===== config.mk =====
export PLATFORM = sky130hd
export DESIGN_NAME = adc_frame_packer
export DESIGN_NICKNAME = d
export VERILOG_FILES = /design/src/rtl/adc_frame_packer.sv
export SDC_FILE = /design/constraint.sdc
export NUM_CORES = 1
export LEC_CHECK = 0
export CORE_ASPECT_RATIO = 2
export CORE_MARGIN = 2
export CORE_UTILIZATION = 62
export CTS_CLUSTER_DIAMETER = 100
export DETAILED_ROUTE_END_ITERATION = 12
export DONT_BUFFER_PORTS = 1
export PLACE_DENSITY = 0.78
export SLEW_MARGIN = 20
export SYNTH_ARGS = -nofsm -noshare
export SYNTH_HDL_FRONTEND = slang
export SYNTH_SLANG_ARGS = --single-unit

===== constraint.sdc =====
create_clock -name clk -period 2.8 [get_ports clk]
set_input_delay 0.84 -clock clk [delete_from_list [all_inputs] [get_ports clk]]
set_output_delay 0.84 -clock clk [all_outputs]
set_load 0.01 [all_outputs]

===== src/rtl/adc_frame_packer.sv =====
module adc_frame_packer #(
  parameter int SAMPLE_W = 14,
  parameter int WORD_W   = 16,
  parameter int MAX_TAPS = 16,
  parameter int FRAME_W  = 6,
  parameter int ROW_W    = 8,
  localparam int TAP_W   = $clog2(MAX_TAPS)
) (
  input  logic                clk,
  input  logic                rst_n,
  input  logic [SAMPLE_W-1:0] adc_data,
  input  logic                edge_sel,
  input  logic [TAP_W-1:0]    tap_sel,
  input  logic                frame_strobe,
  input  logic                row_strobe,
  input  logic                sample_en,
  output logic                out_valid,
  output logic [WORD_W-1:0]   out_data,
  input  logic                out_ready,
  input  logic                ovf_clear,
  output logic                overflow
);
  localparam int PAD_W = WORD_W - SAMPLE_W;

  logic [SAMPLE_W-1:0] fall_q, cap_q;
  logic [2:0]          pipe [MAX_TAPS];
  logic [FRAME_W-1:0]  frame_cnt;
  logic [ROW_W-1:0]    row_cnt;
  logic                has_new;
  logic [WORD_W-1:0]   new_word;

  always_ff @(negedge clk or negedge rst_n)
    if (!rst_n) fall_q <= '0;
    else        fall_q <= adc_data;

  always_ff @(posedge clk or negedge rst_n)
    if (!rst_n) cap_q <= '0;
    else        cap_q <= edge_sel ? fall_q : adc_data;

  always_ff @(posedge clk or negedge rst_n)
    if (!rst_n) begin
      for (int i = 0; i < MAX_TAPS; i++) pipe[i] <= '0;
    end else begin
      pipe[0] <= {frame_strobe, row_strobe, sample_en};
      for (int i = 1; i < MAX_TAPS; i++) pipe[i] <= pipe[i-1];
    end

  wire [2:0] sel = pipe[tap_sel];
  wire s_frame = sel[2];
  wire s_row   = sel[1];
  wire s_en    = sel[0];
  wire stall   = out_valid && !out_ready;

  always_comb begin
    has_new  = 1'b1;
    new_word = '0;
    if (s_frame)    new_word = {2'b11, frame_cnt + 1'b1, {ROW_W{1'b0}}};
    else if (s_row) new_word = {2'b10, frame_cnt, row_cnt + 1'b1};
    else if (s_en)  new_word = {{PAD_W{1'b0}}, cap_q};
    else            has_new  = 1'b0;
  end

  always_ff @(posedge clk or negedge rst_n)
    if (!rst_n) begin
      frame_cnt <= '0;
      row_cnt   <= '0;
    end else if (s_frame) begin
      frame_cnt <= frame_cnt + 1'b1;
      row_cnt   <= '0;
    end else if (s_row) begin
      row_cnt   <= row_cnt + 1'b1;
    end

  always_ff @(posedge clk or negedge rst_n)
    if (!rst_n) begin
      out_valid <= 1'b0;
      out_data  <= '0;
      overflow  <= 1'b0;
    end else begin
      if (!stall) begin
        out_valid <= has_new;
        if (has_new) out_data <= new_word;
      end
      if (stall && has_new) overflow <= 1'b1;
      else if (ovf_clear)   overflow <= 1'b0;
    end

  AST_HOLD_STALLED: assert property (@(posedge clk) disable iff (!rst_n)
    out_valid && !out_ready |=> out_valid && $stable(out_data));
  AST_FRAME_HDR: assert property (@(posedge clk) disable iff (!rst_n)
    s_frame && !stall |=> out_valid && out_data[WORD_W-1 -: 2] == 2'b11);
  AST_DATA_ZEXT: assert property (@(posedge clk) disable iff (!rst_n)
    out_valid && !out_data[WORD_W-1] |-> out_data[WORD_W-2] == 1'b0);
  AST_OVF_SET: assert property (@(posedge clk) disable iff (!rst_n)
    stall && has_new |=> overflow);
  AST_OVF_STICKY: assert property (@(posedge clk) disable iff (!rst_n)
    overflow && !ovf_clear |=> overflow);
  AST_QUIET: assert property (@(posedge clk) disable iff (!rst_n)
    !s_frame && !s_row && !s_en && !stall |=> !out_valid);
endmodule


Word level (Yosys, flattened, before mapping)
Index checks and enable logic that the tools add are counted.
W data, S select, Z words.
Word-level totals
  register bits after elaboration: 108
  logic and storage cells: 48
  output and inout bits: 18
  input bits: 26
Cells by class
  bitwise logic cells: 2
  mux-type cells: 14
  add/subtract/negate cells: 2
  $lt $le $gt $ge: 1
  reductions and logical operators: 6
Operators with widths (count)
  $mux W16: 2
  $mux W14: 2
  $mux W8: 2
  $bmux W3 S4: 1
  $add A8 B1 Y8 const B: 1
  $add A6 B1 Y6 const B: 1
  $mux W3: 2
  $ge A5 B5 Y1 const B: 1
  $mux W1: 5
  $not A4 Y5: 1
  $reduce_bool A2 Y1: 2
  $logic_and A1 B1 Y1: 2
  $reduce_and A2 Y1: 1
  $logic_not A1 Y1: 1
  $not A1 Y1: 1

Depth between registers and ports, before layout
  depth in word-level cells: 9
  depth in mapped cells: 10
  depth with buffers taken out: 6

==> results.json <==
{
  "run_status": "finished clean",
  "effective_utilization_at_floorplan_pct": 64.5,
  "ys_dominant_reg_cell": "sky130_fd_sc_hd__dfrtp_1",
  "core_region_area_mm2": 0.00662,
  "cts_setup_buffers": 0,
  "finalHoldViolCount": 0,
  "critical-path-slowest-cell": "sky130_fd_sc_hd__mux4_2",
  "worst-endpoint-arrival_ns": 2.59,
  "antenna_found_initial": 0,
  "timing.reg2reg.worst_path_depth": 5,
  "insertedDiodeCount": 0,
  "path_max_fanout": 17,
  "timing.rr.start": "pipe[4]",
  "fin_skew_ns": 0.00897,
  "clkTransAtPathRegs_ns": 0.07,
  "slew_violations": 0,
  "netlist_top_cells_count": "sky130_fd_sc_hd__dfrtp_1, sky130_fd_sc_hd__inv_1, sky130_fd_sc_hd__mux2_2, sky130_fd_sc_hd__dfrtn_1",
  "port_buffers": 0,
  "first_global_vias": 2593,
  "antenna_left": 0,
  "die_width_um": 62.7,
  "synth-async-reset-ratio_pct": 100,
  "netlist_top_cells_area": "sky130_fd_sc_hd__dfrtp_1, sky130_fd_sc_hd__dfrtn_1, sky130_fd_sc_hd__mux4_2, sky130_fd_sc_hd__mux2_2, sky130_fd_sc_hd__mux2i_1",
  "numClockSinks": 108,
  "layout-drive-gt1-share_pct": 18.1,
  "power.static_leakage_nw": 2.06,
  "final.hold.worst_slack_ns": 0.182,
  "routed_wl_um": 7610,
  "die_h_um": 121,
  "fmax_ghz": 0.417,
  "finalNonFillerCells": 397,
  "crit_path_start": "tap_sel[0]",
  "cell_accounting_for_the_most_synthesized_area": "sky130_fd_sc_hd__dfrtp_1",
  "timing.critical_path.cells": "mux4_2 -> o2111a_1 -> or2_0 -> nor3_2 -> o32ai_1",
  "drt_iter0_markers": 181,
  "hp-class": "primary input to asynchronous set/reset pin",
  "viasPerCell": 5.95,
  "drt_drc_violations_left": 0,
  "crit_family": "simple AND/OR/NAND/NOR gates",
  "finalSetupViolations": 0,
  "max-clock-path-buffers": 2,
  "insertion_delay_ns": 0.35,
  "fin_crit_sh_pct": 85.7,
  "globalRouteOverflowTotal": 0,
  "synth_most_common_cell": "sky130_fd_sc_hd__dfrtp_1",
  "ctsResizeCount": 0,
  "sequential_element_share_of_the_synthesized_area_pct": 63.3,
  "grt_usage_pct": 22.8,
  "timing.critical_path.from_type": "primary input",
  "critPathRequiredTime_ns": 2.99,
  "tritoncts": "yes",
  "place_hpwl_um": 5250,
  "timing.critical_path.to_type": "flop",
  "cts-hold-fix-buffers": 0,
  "synthesis.area_mm2": 0.00427,
  "synth-edff-count": 0,
  "timing_worst_setup_path_type": "primary input to flop",
  "routability_cong": 0.838,
  "rsz0062_at_grt": "false",
  "power_per_cell_area_mw_per_mm2": 820,
  "mappedNetlistNets": 329,
  "min_period_ns": 2.40,
  "fillCellCount": 459,
  "maxSlewHeadroom_pct": 60.8,
  "dr_total_vias": 2363,
  "cts_htree_levels": 3,
  "synth_top_cell_area_share_pct": 55.1,
  "synth-seq-cells": 108,
  "layout-area-overhead-vs-synth_pct": 8.93,
  "critPathBufInv": 0,
  "placement_rows": 42,
  "setup-tns-final_ns": 0,
  "post_synth_num_cell_types": 51,
  "timing.critical_path.slowest_cell_delay_ns": 0.47,
  "first_pass_iters": 4,
  "dpl.cell_count": 381,
  "die-area_mm2": 0.00761,
  "clk_root_buffer_cell": "sky130_fd_sc_hd__clkbuf_16",
  "post_synth.cell_area_avg_um2": 14.2,
  "peakVddDrop_mv": 0.613,
  "clock_buffer_count_from_cts": 9,
  "routedWlPerCell_um": 19.2,
  "worstSetupPathDepth": 5,
  "max_slew.worst_pin.slew_ns": 0.588,
  "max-cap-violations": 0,
  "syn-instance-count": 301,
  "num-nets-final": 332,
  "ios": 44,
  "pin_count_of_the_biggest_net_entering_global_routing": 109,
  "grt_pass1_wl_um": 13000,
  "synth_warnings": 0
}
==> registers in the layout, indices dropped and copies added, names as in the netlist <==
signal     flops
frame_cnt      6
overflow       1
fall_q        14
out_data      16
out_valid      1
pipe          48
row_cnt        8
cap_q         14
==> through the flow <==
step	utilization [%]	area (um2)	setup WS (ns)	power, mW
floorplan	-	4270	0.110	2.43
finish	70.3	4650	0.401	3.81
CTS	70.3	4650	0.412	3.86
global route	70.3	4650	0.241	4.00
global placement	65.6	4340	0.129	2.53
detailed placement	65.6	4340	0.0366	2.56
==> worst register-to-register path: cells and delay by family (launching register included) <==
family | cells | cell delay (ns)
mux | 1 | 0.46
compound gates | 2 | 0.43
flops | 1 | 0.39
simple gates | 2 | 0.85
==> path summary, 6_finish.rpt <==
path | slack [ns] | endpoint
min | 0.18 | row_cnt[3]
min in group clk | 0.37 | pipe[26]
min reg2reg | 0.37 | pipe[26]
max | 0.40 | out_data[10]
max reg2reg | 0.53 | out_data[10]
max in group asynchronous | 1.11 | fall_q[0]
==> layout by cell type (no fill, tap or decap), types with 9 or more instances in the layout <==
cell type                   netlist  routed
sky130_fd_sc_hd__clkbuf_16        0       9
sky130_fd_sc_hd__dfrtn_1         14      14
sky130_fd_sc_hd__dfrtp_1         94      94
sky130_fd_sc_hd__inv_1           17      17
sky130_fd_sc_hd__mux2_2          15      15
sky130_fd_sc_hd__mux2i_1         13      13
sky130_fd_sc_hd__nand2_1         13      13
sky130_fd_sc_hd__nand3_1          9       9
sky130_fd_sc_hd__o21ai_0          9       9
sky130_fd_sc_hd__xor2_1           9       9
==> layer usage <==
metal | wire length (um) | vias to the layer above | track usage (%)
li1 | - | 1083 | -
met3 | 246 | 14 | 4.17
met4 | 196 | 0 | 11.1
met1 | 3040 | 1214 | 27.8
met2 | 4120 | 52 | 38.9
met5 | 0 | - | 0
==> cells by family after synthesis <==
logic type | synth area share, %
compound gates | 11.0
xor+xnor | 3.28
fa+ha+maj | 0.586
buf+inv | 3.98
flops | 63.3
mux | 11.2
simple gates | 6.71
==> power by group <==
part	switching (mW)	internal [mW]
clock	0.535	0.743
combinational	0.261	0.275
sequential	0.226	1.77
total	1.02	2.79
==> final cells by class <==
type	instances	area, um2	area share, %
Timing Repair Buffer	8	60.1	1.29
Inverter	17	63.8	1.37
Clock inverter	5	58.8	1.26
Sequential cell	108	2700	58.1
Multi-Input combinational cell	160	1410	30.2
Clock buffer	11	253	5.43
Tap cell	88	110	2.37
(Power assumes the default switching activity.)
